### src/rtl/ssp_pkg.sv
package ssp_pkg;
  localparam logic [2:0] SPEED_EXT = 3'b111;
  localparam int BIT_DONE  = 7;
  localparam int BIT_IRQEN = 6;
  localparam int BIT_RXEN  = 5;
  localparam int BIT_TXEN  = 4;

  typedef struct packed {
    logic load;
    logic shiftOut;
    logic shiftIn;
  } dpStrobe_t;
endpackage

### src/rtl/ssp_clkgen.sv
module ssp_clkgen #(
  parameter int BASE_DIV    = 20,
  parameter int SYNC_STAGES = 2
) (
  input  logic       clk,
  input  logic       rstN,
  input  logic       run,
  input  logic [2:0] speed,
  input  logic       sclkIn,
  output logic       fallEv,
  output logic       riseEv,
  output logic       sclkOut,
  output logic       sclkOe
);
  import ssp_pkg::*;

  localparam int BASE_HALF = BASE_DIV / 2;
  localparam int MAX_HALF  = BASE_HALF << 6;
  localparam int CNT_W     = $clog2(MAX_HALF);

  logic             extMode;
  logic [CNT_W-1:0] halfLim;
  logic [CNT_W-1:0] cnt;
  logic             sclkInt;
  logic             intToggle;
  logic [SYNC_STAGES-1:0] syncQ;
  logic             extPrev;
  logic             extLvl;

  assign extMode = (speed == SPEED_EXT);
  assign halfLim = CNT_W'((BASE_HALF << speed) - 1);

  // internal divider: toggles the serial clock every half period
  always_ff @(posedge clk) begin
    if (!rstN) begin
      cnt     <= '0;
      sclkInt <= 1'b1;
    end else if (!run || extMode) begin
      cnt     <= '0;
      sclkInt <= 1'b1;
    end else if (cnt == halfLim) begin
      cnt     <= '0;
      sclkInt <= ~sclkInt;
    end else begin
      cnt <= cnt + 1'b1;
    end
  end

  assign intToggle = run && !extMode && (cnt == halfLim);

  // external clock synchroniser
  for (genvar g = 0; g < SYNC_STAGES; g++) begin : gSync
    always_ff @(posedge clk) begin
      if (!rstN) syncQ[g] <= 1'b1;
      else if (g == 0) syncQ[g] <= sclkIn;
      else syncQ[g] <= syncQ[(g > 0) ? g - 1 : 0];
    end
  end

  assign extLvl = syncQ[SYNC_STAGES-1];

  always_ff @(posedge clk) begin
    if (!rstN) extPrev <= 1'b1;
    else extPrev <= extLvl;
  end

  always_comb begin
    if (intToggle) begin
      fallEv = sclkInt;
      riseEv = !sclkInt;
    end else begin
      fallEv = run && extMode && !extLvl && extPrev;
      riseEv = run && extMode && extLvl && !extPrev;
    end
  end

  assign sclkOut = extMode ? 1'b1 : sclkInt;
  assign sclkOe  = !extMode;

  // the generated clock returns high whenever no transfer runs
  p_idle_high_r5: assert property (@(posedge clk) disable iff (!rstN)
    !run |=> sclkOut);

  // in external mode no event without an edge seen on the synchronised input
  p_ext_needs_edge_r6: assert property (@(posedge clk) disable iff (!rstN)
    (extMode && (fallEv || riseEv)) |-> (extLvl != extPrev));
endmodule

### src/rtl/ssp_ctrl.sv
module ssp_ctrl #(
  parameter int DATA_W = 8
) (
  input  logic              clk,
  input  logic              rstN,
  input  logic              ctrlWr,
  input  logic              dataWr,
  input  logic              dataRd,
  input  logic [DATA_W-1:0] wrData,
  input  logic              fallEv,
  input  logic              riseEv,
  output ssp_pkg::dpStrobe_t strobe,
  output logic [DATA_W-1:0] ctrlByte,
  output logic              busy,
  output logic [2:0]        speed,
  output logic              irq
);
  import ssp_pkg::*;

  localparam int BCNT_W = $clog2(DATA_W);
  localparam logic [BCNT_W-1:0] LAST_BIT = BCNT_W'(DATA_W - 1);

  logic doneFlag;
  logic irqEn;
  logic txEn;
  logic rxEn;
  logic [BCNT_W-1:0] bitCnt;

  assign busy = txEn || rxEn;

  always_ff @(posedge clk) begin
    if (!rstN) begin
      doneFlag <= 1'b0;
      irqEn    <= 1'b0;
      txEn     <= 1'b0;
      rxEn     <= 1'b0;
      speed    <= SPEED_EXT;
      bitCnt   <= '0;
    end else begin
      if (dataWr || dataRd) doneFlag <= 1'b0;
      if (ctrlWr) begin
        irqEn <= wrData[BIT_IRQEN];
        if (!busy) begin
          speed <= wrData[2:0];
          if (wrData[BIT_TXEN]) txEn <= 1'b1;
          else if (wrData[BIT_RXEN]) rxEn <= 1'b1;
        end
      end
      if (busy && riseEv) begin
        if (bitCnt == LAST_BIT) begin
          bitCnt   <= '0;
          txEn     <= 1'b0;
          rxEn     <= 1'b0;
          doneFlag <= 1'b1;
        end else begin
          bitCnt <= bitCnt + 1'b1;
        end
      end
    end
  end

  always_comb begin
    strobe.load     = dataWr && !busy;
    strobe.shiftOut = fallEv && txEn;
    strobe.shiftIn  = riseEv && rxEn;
  end

  always_comb begin
    ctrlByte            = '0;
    ctrlByte[BIT_DONE]  = doneFlag;
    ctrlByte[BIT_IRQEN] = irqEn;
    ctrlByte[BIT_RXEN]  = rxEn;
    ctrlByte[BIT_TXEN]  = txEn;
    ctrlByte[2:0]       = speed;
  end

  assign irq = doneFlag && irqEn;

  // one direction at a time
  p_half_duplex_r10: assert property (@(posedge clk) disable iff (!rstN)
    !(txEn && rxEn));

  // a transfer only ends by raising the completion flag
  p_end_sets_flag_r7: assert property (@(posedge clk) disable iff (!rstN)
    $fell(busy) |-> doneFlag);

  // the speed code cannot move under a running transfer
  p_speed_locked_r10: assert property (@(posedge clk) disable iff (!rstN)
    (busy && $past(busy)) |-> $stable(speed));
endmodule

### src/rtl/ssp_datapath.sv
module ssp_datapath #(
  parameter int DATA_W = 8
) (
  input  logic              clk,
  input  logic              rstN,
  input  ssp_pkg::dpStrobe_t strobe,
  input  logic [DATA_W-1:0] wrData,
  input  logic              rxd,
  output logic [DATA_W-1:0] shReg,
  output logic              txd
);
  always_ff @(posedge clk) begin
    if (!rstN) begin
      shReg <= '0;
      txd   <= 1'b1;
    end else if (strobe.load) begin
      shReg <= wrData;
    end else if (strobe.shiftOut) begin
      txd   <= shReg[0];
      shReg <= {1'b0, shReg[DATA_W-1:1]};
    end else if (strobe.shiftIn) begin
      shReg <= {rxd, shReg[DATA_W-1:1]};
    end
  end

  // at most one register action per cycle
  p_one_action_r3: assert property (@(posedge clk) disable iff (!rstN)
    $onehot0({strobe.load, strobe.shiftOut, strobe.shiftIn}));

  // txd only moves on a falling serial edge of a transmit
  p_txd_hold_r3: assert property (@(posedge clk) disable iff (!rstN)
    !strobe.shiftOut |=> $stable(txd));
endmodule

### src/rtl/ssp_top.sv
module ssp_top #(
  parameter int DATA_W      = 8,
  parameter int BASE_DIV    = 20,
  parameter int SYNC_STAGES = 2
) (
  input  logic              clk,
  input  logic              rstN,
  input  logic              regSel,
  input  logic              wrEn,
  input  logic              rdEn,
  input  logic [DATA_W-1:0] wrData,
  output logic [DATA_W-1:0] rdData,
  output logic              irq,
  input  logic              sclkIn,
  output logic              sclkOut,
  output logic              sclkOe,
  output logic              txd,
  input  logic              rxd
);
  import ssp_pkg::*;

  dpStrobe_t         strobe;
  logic [DATA_W-1:0] ctrlByte;
  logic [DATA_W-1:0] shReg;
  logic              busy;
  logic [2:0]        speed;
  logic              fallEv;
  logic              riseEv;

  ssp_clkgen #(.BASE_DIV(BASE_DIV), .SYNC_STAGES(SYNC_STAGES)) uClk (
    .clk(clk), .rstN(rstN), .run(busy), .speed(speed), .sclkIn(sclkIn),
    .fallEv(fallEv), .riseEv(riseEv), .sclkOut(sclkOut), .sclkOe(sclkOe)
  );

  ssp_ctrl #(.DATA_W(DATA_W)) uCtrl (
    .clk(clk), .rstN(rstN),
    .ctrlWr(wrEn && !regSel), .dataWr(wrEn && regSel), .dataRd(rdEn && regSel),
    .wrData(wrData), .fallEv(fallEv), .riseEv(riseEv),
    .strobe(strobe), .ctrlByte(ctrlByte), .busy(busy), .speed(speed), .irq(irq)
  );

  ssp_datapath #(.DATA_W(DATA_W)) uDp (
    .clk(clk), .rstN(rstN), .strobe(strobe), .wrData(wrData),
    .rxd(rxd), .shReg(shReg), .txd(txd)
  );

  assign rdData = regSel ? shReg : ctrlByte;

  // a request is never raised without the flag behind it
  p_irq_flag_r8: assert property (@(posedge clk) disable iff (!rstN)
    irq |-> rdData[BIT_DONE] || regSel);
endmodule

### config.mk
export PLATFORM = sky130hd
export DESIGN_NAME = ssp_top
export DESIGN_NICKNAME = d
export VERILOG_FILES = /design/src/rtl/ssp_pkg.sv /design/src/rtl/ssp_clkgen.sv /design/src/rtl/ssp_ctrl.sv /design/src/rtl/ssp_datapath.sv /design/src/rtl/ssp_top.sv
export SDC_FILE = /design/constraint.sdc
export NUM_CORES = 1
export LEC_CHECK = 0
export ABC_AREA = 1
export BUFFER_PORTS_ARGS = -buffer_cell sky130_fd_sc_hd__buf_2
export CORE_MARGIN = 2
export CORE_UTILIZATION = 60
export DETAILED_ROUTE_END_ITERATION = 10
export PLACE_DENSITY = 0.83
export SLEW_MARGIN = 20
export SYNTH_ARGS = -nofsm -noshare
export SYNTH_HDL_FRONTEND = slang
export SYNTH_SLANG_ARGS = --single-unit
### constraint.sdc
create_clock -name clk -period 3.9 [get_ports clk]
set_input_delay 0.39 -clock clk [delete_from_list [all_inputs] [get_ports clk]]
set_output_delay 0.39 -clock clk [all_outputs]
set_load 0.05 [all_outputs]
; ---- Yosys cells after proc, flatten, opt, wreduce, memory -nomap -nowiden
; Cells that the tools add are included.
[totals]
reg_bits = 33
input_bits = 15
output_inout_bits = 12
elab_cells = 75
[classes]
n_eq_ne = 3
n_shift = 1
bitwise = 4
n_addsub = 3
reduce_logical = 29
mux = 22
[ops]
columns = op, count
row1 = $mux 8, 4
row2 = $mux 1, 17
row3 = $logic_and 1x1->1, 15
row4 = $add 10x1->10 const B, 1
row5 = $eq 10x10->1, 1
row6 = $shl 4x3->10 const A, 1
row7 = $sub 10x2->10 const B, 1
row8 = $eq 3x3->1 const B, 2
row9 = $logic_not 1->1, 6
row10 = $not 1->1, 4
row11 = $reduce_and 2->1, 2
row12 = $add 3x1->3 const B, 1
row13 = $logic_or 1x1->1, 3
row14 = $mux 3, 1
row15 = $reduce_bool 3->1, 1
row16 = $reduce_or 3->1, 1
row17 = $reduce_or 2->1, 1

; ---- Longest topological paths before layout
; Gate-level depths: netlist (run 1).
[depth]
depth_word = 9
ltp_mapped = 18
ltp_nobuf = 18

; ---- By module
; Synthesis (run 1) repeated with hierarchy kept, for this count alone.
[unflattened]
cells_unflattened = 352
area_unflattened_um2 = 2104.5
[by_module_without_submodules]
columns = module, cells_per_inst, area_per_inst_um2, seq_area_each_um2, instances
row1 = ssp_clkgen, 154, 927.1, 280.3, 1
row2 = ssp_ctrl, 82, 535.5, 200.2, 1
row3 = ssp_datapath, 84, 514.2, 180.2, 1
row4 = ssp_top, 32, 127.6, 0.0, 1

; ---- Worst setup path before layout (run 1)
; No wires, ideal clock.
[synth_path]
path_kind = flip-flop to flip-flop
from = register uCtrl.speed[0]
to = register uDp.txd
period_less_slack_ns = 2.091
n_path_buf = 1
stages_incl_launch_ff = 17
t_required_ns = 3.780
t_arrival_ns = 1.971
path_slack_ns = 1.809
path_cell_list = dfxtp_1 nor2_1 nand2_1 ha_1 nand2_1 nand2_1 nor2_1 nand2_1 nor2_1 nand3_1 nor2_4 nand3_4 nand2_4 nand2_4 buf_6 a21oi_1 o21ai_1
[synth_between]
elab_chain_len = 7
elab_cells_between_ends = 13
cone_classes = add/sub: 1 / eq/ne: 2 / shift: 1 / mux: 1 / reduce/logical: 8
[synth_lines]
columns = element, line_no
row1 = "start, declared", ssp_ctrl.sv:15  ; output logic [2:0] speed,
row2 = "start signal, assigned", ssp_ctrl.sv:44  ; speed <= wrData[2:0];
row3 = $shl 4x3->10 / $eq 3x3->1 (equally long branches), "ssp_clkgen.sv:31, ssp_clkgen.sv:30"
row4 = "$sub 10x2->10, or another cell as far along", ssp_clkgen.sv:31  ; assign halfLim = CNT_W'((BASE_HALF << speed) - 1);
row5 = "$eq 10x10->1, or another cell as far along", ssp_clkgen.sv:49  ; assign intToggle = run && !extMode && (cnt == halfLim);
row6 = $logic_and 1x1->1 (on tied branches), "ssp_clkgen.sv:49, ssp_clkgen.sv:72"
row7 = $mux 1 *, ssp_clkgen.sv:68  ; if (intToggle) begin
row8 = $logic_and 1x1->1 *, ssp_ctrl.sv:64  ; strobe.shiftOut = fallEv && txEn;
row9 = $reduce_and 2->1 (no line) *, n/a
row10 = "end signal, assigned", ssp_datapath.sv:19  ; txd <= shReg[0];
row11 = "end, declared", ssp_datapath.sv:10  ; output logic txd
; Mark *: on every way between the ends. The rest lies on a longest branch, timed or not.
; A chain may end at the register's enable or synchronous reset.

; ---- Final worst setup path (run 1)
[layout_path]
from = register uCtrl.speed[2]
to = register uCtrl.rxEn
[layout_between]
elab_chain_len = 7
elab_cells_between_ends = 13
cone_classes = add/sub: 1 / eq/ne: 2 / shift: 1 / mux: 2 / reduce/logical: 7
[layout_lines]
columns = element, line_no
row1 = $shl 4x3->10 / $eq 3x3->1 (equally long branches), "ssp_clkgen.sv:31, ssp_clkgen.sv:30"
row2 = "$sub 10x2->10, or another cell as far along", ssp_clkgen.sv:31
row3 = "$eq 10x10->1, or another cell as far along", ssp_clkgen.sv:49
row4 = $logic_and 1x1->1 (on tied branches), "ssp_clkgen.sv:49, ssp_clkgen.sv:73"
row5 = $mux 1 *, ssp_clkgen.sv:68
row6 = $logic_and 1x1->1 *, ssp_ctrl.sv:49  ; if (busy && riseEv) begin
row7 = $mux 1 *, ssp_ctrl.sv:49
row8 = "end signal, assigned", ssp_ctrl.sv:36  ; rxEn <= 1'b0;
row9 = "end signal, assigned", ssp_ctrl.sv:46  ; else if (wrData[BIT_RXEN]) rxEn <= 1'b1;
row10 = "end signal, assigned", ssp_ctrl.sv:53  ; rxEn <= 1'b0;
row11 = "end, declared", ssp_ctrl.sv:26  ; logic rxEn;
; Marks and branches as above.

==> flow_summary.ini, run 1 <==
[run_status]
status = completed

[placed_design]
place_congestion = 0.8699
dp_cells = 369
hpwl_mm = 3.192
portBuffers = 26

[synthesis]
syn_nets = 326
synth_area_leaders = dfxtp_1, nand2_1, inv_1
ys_types = 31
synth-seq-cells = 33
synth_top_area_share_pct = 33.12
syn_inst = 307
yosys_warnings = 0
synth_top_area_cell = dfxtp_1
synth_seq_area_share_pct = 33.12
synth_area_per_cell_sq_um = 6.496
syn_area_sq_um = 1994

[die]
dieArea_sq_um = 3801
die_w_um = 61.66
start_util_pct = 64.27
core_sq_um = 3103
ios = 27
num_rows = 20
die_y_um = 61.66

[clock_tree]
cts_resized = 0
cts_tree = built
ctsHoldBuffers = 0
cts-buffers-inserted = 5
cts_setup_buffers = 0
clkSinkCount = 33
root_buffer = clkbuf_4
clock_latency_ps = 330
cts_max_path_buffers = 2
clk_pin_slew_ps = 100
htreeDepth = 2

[detailed_routing]
antenna_left = 0
drc = 0
first_pass_iters = 4
routed_wl_mm = 4.154
viasPerCell = 4.968
drtIter0Drc = 94
wl_per_cell_um = 11.05
vias = 1868

[grt]
antenna_found_initial = 0
grtUsageTotal_pct = 24.86
grt_pass1_vias = 1642
overflow = 0
grt_pass1_wl_mm = 6.948
grt_max_degree = 22

[final_layout]
instances_no_fill = 376
antenna_cells = 0
nets = 351
seqCellArea_sq_um = 660.6
multiInputGateArea_sq_um = 1100
final_cell_mix = nand2_1, inv_1, dfxtp_1, nor2_1, buf_2
fin_util_pct = 70.28
area_growth_pct = 9.347
fill_cells = 301
drive_gt1_share_pct = 17.47
final_common_cell = nand2_1

[sta]
slew_headroom_pct = 62.93
post-route-period-util_pct = 68.02
fin_skew_ps = 8.680
min_period_ps = 2653
fmax_mhz = 377.0
setup_violations = 0
maxSlewViolCount = 0
setup_tns_ps = 0
worst_pin_slew_ps = 555.4
final-hold-violation-count = 0
rsz0062_at_grt = no

[setup_path]
cp.arrival_ps = 2920
crit_type = reg -> reg
endpoint_kind = flip-flop
start_kind = flip-flop
cp_data_required_time_ps = 4160
cp_max_fo = 12
timing.rr.start = uCtrl.speed[2]
crit_start = uCtrl.speed[2]

[power]
powerDensity_nw_per_um2 = 315.6
vdd_drop_max_mv = 0.2183
leakage_nw = 1.126

[hold_path]
worstHoldStart = sclkIn
min_path_type = in -> reg

[run]
maxCapViolCount = 0
==> power breakdown <==
group          internal [mW]  leakage [nW]  switching (mW)
Sequential             0.349         0.269          0.0126
Combinational         0.0398         0.825          0.0926
Clock                 0.0851        0.0314           0.110
Total                  0.474          1.13           0.215
==> final timing paths <==
path	end	slack, ps	depth (start not counted)
setup / recovery	uCtrl.rxEn	1250	17
hold / removal	uClk.syncQ[0]	240	2
setup reg to reg	uCtrl.rxEn	1250	17
hold reg to reg	uClk.extLvl	420	1
==> per-layer routing <==
metal	GRT usage, %	routed length (um)
met5	0	0
met4	9.119	43
met3	6.723	198
met2	38.65	1872
met1	33.08	2039
==> cell type report <==
class / count / area share [%]
multi-input combinational: 218 / 50.43
timing repair buffer: 26 / 5.967
clock buffer: 7 / 2.524
tap: 44 / 2.524
sequential: 33 / 30.29
inverter: 48 / 8.262
==> sequential cells by signal, indices dropped and copies added (netlist names) <==
| register | flops |
|---|---|
| uClk.extPrev | 1 |
| uCtrl.doneFlag | 1 |
| uClk.cnt | 10 |
| uClk.sclkInt | 1 |
| uCtrl.rxEn | 1 |
| uCtrl.speed | 3 |
| uDp.txd | 1 |
| uCtrl.irqEn | 1 |
| uClk.syncQ | 1 |
| uDp.shReg | 8 |
| uCtrl.txEn | 1 |
| uCtrl.bitCnt | 3 |
| uClk.extLvl | 1 |
==> worst max-delay path: stages (launching register included) <==
cell and delay, ps:
dfxtp_1 590, inv_1 240, nand3_1 130, ha_1 290
inv_1 90, nand2_1 60, nand3_1 60, nand2_1 80
nand2_1 60, inv_1 50, nand3_1 100, nor2_4 140
nand3_4 120, nand2_2 150, inv_2 60, nand2_2 70
nand2_1 120, a21oi_1 160
==> cell families after synthesis <==
| group | share of synthesized area, % |
|---|---|
| XOR/XNOR | 0.8785 |
| adder cells (fa/ha/maj) | 2.510 |
| AND/OR/NAND/NOR | 43.66 |
| buffers and inverters | 11.73 |
| AO/OA/AOI/OAI | 8.093 |
| flip-flops | 33.12 |
==> metrics by stage <==
step                total power [mW]  cell area [sq um]  worst slack [ps]  hold slack [ps]
floorplan                     0.4709               1994              1809            392.5
global placement              0.4994               2126              1366            394.6
detailed placement            0.5004               2126              1300            404.5
CTS                           0.6934               2181              1259            230.4
global route                  0.7254               2181             913.1            237.6
finish                        0.6884               2181              1247            243.2
==> cell usage after synthesis, drive strengths merged <==
cell / number
o211ai: 3
xor2: 2
nand2: 95
nand3b: 1
or2: 4
o21a: 1
o21ai: 18
a21oi: 7
nand4: 14
ha: 4
nor3: 4
nand3: 20
clkbuf: 2
nor2: 40
inv: 48
nor3b: 3
a31oi: 1
nor4: 1
buf: 6
dfxtp: 33
Power figures use the tool's default switching activity.
==> inputs of run 2 (changes only) <==
--- a/config.mk
+++ b/config.mk
@@ -5,12 +5,12 @@
 export SDC_FILE = /design/constraint.sdc
 export NUM_CORES = 1
 export LEC_CHECK = 0
-export ABC_AREA = 1
+export ABC_AREA = 0
 export BUFFER_PORTS_ARGS = -buffer_cell sky130_fd_sc_hd__buf_2
 export CORE_MARGIN = 2
-export CORE_UTILIZATION = 60
+export CORE_UTILIZATION = 56
 export DETAILED_ROUTE_END_ITERATION = 10
-export PLACE_DENSITY = 0.83
+export PLACE_DENSITY = 0.79
 export SLEW_MARGIN = 20
 export SYNTH_ARGS = -nofsm -noshare
 export SYNTH_HDL_FRONTEND = slang
==> constraint.sdc (replaced) <==
create_clock -name clk -period 2.6 [get_ports clk]
set_input_delay 0.26 -clock clk [delete_from_list [all_inputs] [get_ports clk]]
set_output_delay 0.26 -clock clk [all_outputs]
set_load 0.05 [all_outputs]
==> run 2 against run 1 <==
The flow now finishes with violations (setup timing). Combinational power rose by 59%. Total power grew 49%. First-iteration DRC count increased by 60%. Fmax decreased by 1.0%. Area after synthesis is 9.3% lower. Register-to-register slack worse by 1300 ps. Cell count fell by 20%. Clock skew grew 2.6 ps. Critical endpoint is now uClk.sclkInt. Largest cell class unchanged.
==> flow_summary.ini, run 2 <==
[run_status]
status = complete, but fails checks
violations = setup timing

[synthesis]
synth_top_area_cell = dfxtp_1
ys_types = 46
synth_edf_count = 0
synth.most_common_cell = dfxtp_1
synth_top_family_by_area = simple AND/OR/NAND/NOR gates
async_flop_share_pct = 0
synth_area_per_cell_sq_um = 8.415
synth_top_area_share_pct = 36.51
synth_fa_ha_area_share_pct = 2.766
synth_common_cells = dfxtp_1, nand2_1, nor2_1, nand3_1
syn_area_sq_um = 1809
synth_seq_area_share_pct = 36.51
synth_compound_area_share_pct = 15.42
yosys.area_share.simple_pct = 27.94
synthMuxAreaShare_pct = 6.432
yosys_most_used_dff = dfxtp_1
synthXorXnorAreaFrac_pct = 6.293
synth_area_leaders = dfxtp_1, nand2_1, nor2_1
syn_inst = 215
syn_nets = 234
synth-seq-cells = 33
yosys_warnings = 0

[clock_tree]
clkSinkCount = 33
clk_pin_slew_ps = 100
cts-buffers-inserted = 5
cts_max_path_buffers = 2
ctsHoldBuffers = 0
cts_tree = built
clock_latency_ps = 330
htreeDepth = 2
root_buffer = clkbuf_4

[final_layout]
largest-register = uClk.cnt
largest_reg_flops = 10
area_growth_pct = 25.17
drive_gt1_share_pct = 29.69
reg_top3 = uClk.cnt x10, uDp.shReg x8
instances_no_fill = 300
fill_cells = 243
antenna_cells = 0
final_common_cell = dfxtp_1
nets = 274
final_cell_mix = dfxtp_1, nand2_1, buf_2, nor2_1, buf_4

[setup_path]
cp_max_fo = 2
endpoint_kind = flip-flop
cp.arrival_ps = 2880
ff2ff_setup_slack_ps = -80
rr_worst_depth = 9
start_kind = flip-flop
timing.rr.start = uCtrl.speed[0]
crit_type = reg -> reg
r2r-end = uClk.sclkInt
cp_data_required_time_ps = 2800

[grt]
grt_pass1_vias = 1540
grtUsageTotal_pct = 25.15
grt_max_degree = 16
antenna_found_initial = 0
grt_pass1_wl_mm = 6.962
overflow = 0

[placed_design]
hpwl_mm = 2.818
place_congestion = 0.8005
dp_cells = 284
portBuffers = 26

[sta]
fin_skew_ps = 11.26
timing.final.ws_setup_ps = -80.53
worst_pin_slew_ps = 467.1
final-hold-violation-count = 0
min_period_ps = 2681
fmax_mhz = 373.1
slew_headroom_pct = 68.86
setup_tns_ps = -408.2
post-route-period-util_pct = 103.1
setup_violations = 9
maxSlewViolCount = 0
rsz0062_at_grt = yes

[hold_path]
hold_path_depth = 2
holdPathEnd = uClk.syncQ[0]
min_path_type = in -> reg
worstHoldStart = sclkIn

[detailed_routing]
wl_per_cell_um = 13.94
first_pass_iters = 4
viasPerCell = 5.560
vias = 1668
antenna_left = 0
drc = 0
drtIter0Drc = 150
routed_wl_mm = 4.182

[power]
powerDensity_nw_per_um2 = 451.4
leakage_nw = 0.8987
vdd_drop_max_mv = 0.3650

[die]
core_sq_um = 3053
ios = 27
num_rows = 20
die_y_um = 60.84
dieArea_sq_um = 3702
die_w_um = 60.84
start_util_pct = 59.26

[run]
maxCapViolCount = 0
run 2: stage by stage:
| stage | total power [mW] | util [%] | hold slack, ps | area (sq um) | setup WS (ps) |
|---|---|---|---|---|---|
| 6_report | 1.022 | 74.18 | 111.3 | 2265 | -80.53 |
| 5_1_grt | 1.074 | 74.18 | 105.2 | 2265 | -155.7 |
| 4_1_cts | 1.028 | 73.36 | 93.32 | 2240 | -36.96 |
| 3_5_place_dp | 0.7312 | 66.97 | 402.9 | 2044 | -115.5 |
| 3_3_place_gp | 0.7288 | 66.97 | 388.6 | 2044 | -46.07 |
| 2_1_floorplan | 0.6821 | - | 333.0 | 1838 | 2.456 |
run 2: worst max-delay path by stage:
stage | startpoint | end | slack [ps] | cells past startpoint
6_report | uCtrl.speed[0] | uClk.sclkInt | -80 | 9
5_1_grt | uCtrl.speed[0] | uDp.shReg[0] | -160 | 10
4_1_cts | uCtrl.speed[0] | uClk.sclkInt | -40 | 9
3_5_place_dp | uCtrl.speed[1] | uDp.shReg[4] | -120 | 10
3_3_place_gp | uCtrl.speed[1] | uDp.shReg[5] | -50 | 10
2_1_floorplan | uCtrl.speed[2] | uCtrl.bitCnt[0] | 2 | 7
run 2: cell families (layout without fill, tap and decap cells):
kind of cell / count (synthesis) / count (layout)
DFF: 33 / 33
AOI/OAI and AO/OA: 35 / 35
buffers and inverters: 18 / 59
adders and majority gates: 4 / 4
and+or+nand+nor: 101 / 101
xor gates and xnor gates: 13 / 13
muxes: 11 / 11
run 2: timing repair:
action	4_1_cts	5_1_grt
buffers inserted	6	1
setup endpoints to repair	9	24
resized for setup	16	9
gates cloned	1	0
pin swaps	15	4
run 2: cell type report:
cell class	count	area (sq um)	share of cell area, %
clock buffer	8	48.80	2.155
inverter	9	33.78	1.492
multi-input combinational	164	1175	51.88
sequential	33	664.4	29.34
tap	44	55.05	2.431
timing repair buffer	42	287.8	12.71
run 2: routing by layer:
metal / part of all wire, % / wire (um) / vias to the layer above / track usage (%)
li1: - / - / 835 / -
met3: 4.6 / 194 / 8 / 5.544
met4: 1.2 / 50 / 0 / 9.938
met1: 44 / 1859 / 776 / 34.12
met2: 50 / 2078 / 49 / 39.02
met5: 0 / 0 / - / 0
run 2: critical path, cell delays in order (launching register included):
cell,delay [ps]
dfxtp_2,330
or3_4,400
ha_4,250
xnor2_2,140
a2111oi_4,220
o2111ai_2,190
or3_4,390
buf_6,130
xnor2_1,110
or4_1,390
run 2: where the power goes:
group	internal [mW]	switching [mW]
combinational	0.0794	0.131
sequential	0.523	0.0155
clock	0.108	0.166
==> inputs of run 3 (changes only) <==
--- a/config.mk
+++ b/config.mk
@@ -5,10 +5,10 @@
 export SDC_FILE = /design/constraint.sdc
 export NUM_CORES = 1
 export LEC_CHECK = 0
-export ABC_AREA = 0
+export ABC_AREA = 1
 export BUFFER_PORTS_ARGS = -buffer_cell sky130_fd_sc_hd__buf_2
 export CORE_MARGIN = 2
-export CORE_UTILIZATION = 56
+export CORE_UTILIZATION = 57
 export DETAILED_ROUTE_END_ITERATION = 10
 export PLACE_DENSITY = 0.79
 export SLEW_MARGIN = 20
==> run 3 against run 2 <==
The flow now finishes without violations. Largest power group unchanged. Clock skew is 2.5 ps lower. Fmax is 15% higher. Sequential cell count stayed put. Non-clock buffer count is 12 lower.
==> flow_summary.ini, run 3 (same netlist as run 1, synthesis figures left out) <==
[run_status]
status = completed

[final_layout]
fin_util_pct = 67.15
final_cell_mix = nand2_1, inv_1, dfxtp_1, nor2_1, buf_2
final_common_cell = nand2_1
reg_top3 = uClk.cnt x10, uDp.shReg x8
drive_gt1_share_pct = 20.18
nets = 355
area_growth_pct = 12.36
largest-register = uClk.cnt
antenna_cells = 0
fill_cells = 333
largest_reg_flops = 10

[setup_path]
cp_data_required_time_ps = 2880
cp.arrival_ps = 2610
rr_worst_depth = 16
endpoint_kind = flip-flop
cp_max_fo = 11
crit_type = reg -> reg
ff2ff_setup_slack_ps = 260
start_kind = flip-flop

[die]
die_w_um = 63.15
dieArea_sq_um = 3988
ios = 27
start_util_pct = 59.77
core_sq_um = 3337
die_y_um = 63.15
num_rows = 21

[placed_design]
place_congestion = 0.9498
portBuffers = 26
hpwl_mm = 3.232
place_ws_ps = 134.9

[hold_path]
min_path_type = in -> reg
hold_path_depth = 2

[power]
design_power_total_mw = 1.077
vdd_drop_max_mv = 0.2593
powerDensity_nw_per_um2 = 480.8
leakage_nw = 1.145

[clock_tree]
clk_pin_slew_ps = 100
htreeDepth = 2
clock_latency_ps = 340
root_buffer = clkbuf_4
clkSinkCount = 33
cts_max_path_buffers = 2
ctsHoldBuffers = 0
cts_tree = built
cts-buffers-inserted = 5

[sta]
fmax_mhz = 428.1
fin_skew_ps = 8.782
maxSlewViolCount = 0
min_period_ps = 2336
setup_violations = 0
final-hold-violation-count = 0
slew_headroom_pct = 61.61
worst_pin_slew_ps = 575.1
timing.final.ws_setup_ps = 264.1
post-route-period-util_pct = 89.84

[grt]
grtUsageTotal_pct = 22.63
grt_pass1_wl_mm = 7.176
grt_max_degree = 22
overflow = 0
grt_pass1_vias = 1699
antenna_found_initial = 0

[detailed_routing]
viasPerCell = 4.958
routed_wl_mm = 4.250
vias = 1899
antenna_left = 0
first_pass_iters = 4
drc = 0
drtIter0Drc = 135
wl_per_cell_um = 11.10

[run]
maxCapViolCount = 0
[run 3: cell types whose count changed in the layout (fill, tap and decap cells not counted), moves of 7 or more]
cell,previous run,this run
o21ai_0,6,16
nand3_1,9,17
nor2_1,23,30
buf_4,12,4
nand4_1,3,14
nand2_1,28,89
inv_1,8,44
[run 3: worst max-delay path, cell delays in order, from the launching register on]
cell and delay [ps]:
dfxtp_4 430, clkinvlp_4 160, nand2_1 130, ha_2 280, nand2_1 70, nand2_1 40
nor2_1 90, nand2_1 80, nor2_1 90, nand3_1 120, nor2_4 140, nand3_4 120
nand2_2 140, inv_2 60, nand2_2 60, nand2_1 110, a21oi_1 160
[run 3: metal layers]
| metal | track usage [%] | vias to the layer above | routed length, um | share of wire [%] |
|---|---|---|---|---|
| li1 | - | 1024 | - | - |
| met1 | 25.39 | 832 | 1827 | 43 |
| met2 | 41.36 | 39 | 2147 | 51 |
| met3 | 5.714 | 4 | 242 | 5.7 |
| met4 | 7.500 | 0 | 32 | 0.75 |
| met5 | 0 | - | 0 | 0 |
[run 3: power by group]
part	total [mW]	internal, mW	switching [mW]
clock network	0.330	0.157	0.174
registers	0.539	0.523	0.0157
logic	0.208	0.0657	0.143
[run 3: per-stage QoR]
stage | TNS, ps | area, sq um | hold slack [ps] | cells
2_1_floorplan | 0 | 1994 | 366.6 | 307
3_3_place_gp | 0 | 2151 | 394.8 | 374
3_5_place_dp | 0 | 2151 | 406.6 | 374
4_1_cts | 0 | 2221 | 97.64 | 382
5_1_grt | -94.77 | 2241 | 89.38 | 383
6_report | 0 | 2241 | 105.9 | 383
[run 3: layout make-up]
| cell class | count | area [sq um] | area share [%] |
|---|---|---|---|
| Multi-Input combinational cell | 218 | 1105 | 49.30 |
| Sequential cell | 33 | 664.4 | 29.65 |
| Inverter | 48 | 183.9 | 8.208 |
| Timing Repair Buffer | 30 | 160.2 | 7.147 |
| Clock buffer | 7 | 65.06 | 2.903 |
| Tap cell | 46 | 57.56 | 2.568 |
| Clock inverter | 1 | 5.005 | 0.2233 |
[run 3: final timing paths]
check,startpoint,end
min,sclkIn,uClk.syncQ[0]
max reg2reg,uCtrl.speed[1],uCtrl.bitCnt[0]
min reg2reg,uClk.syncQ[0],uClk.extLvl
max,uCtrl.speed[1],uCtrl.bitCnt[0]
[run 3: timing repair]
action | in CTS | in global routing
gates resized for setup | 0 | 5
setup buffers | 0 | 1
setup endpoints to repair | 0 | 16
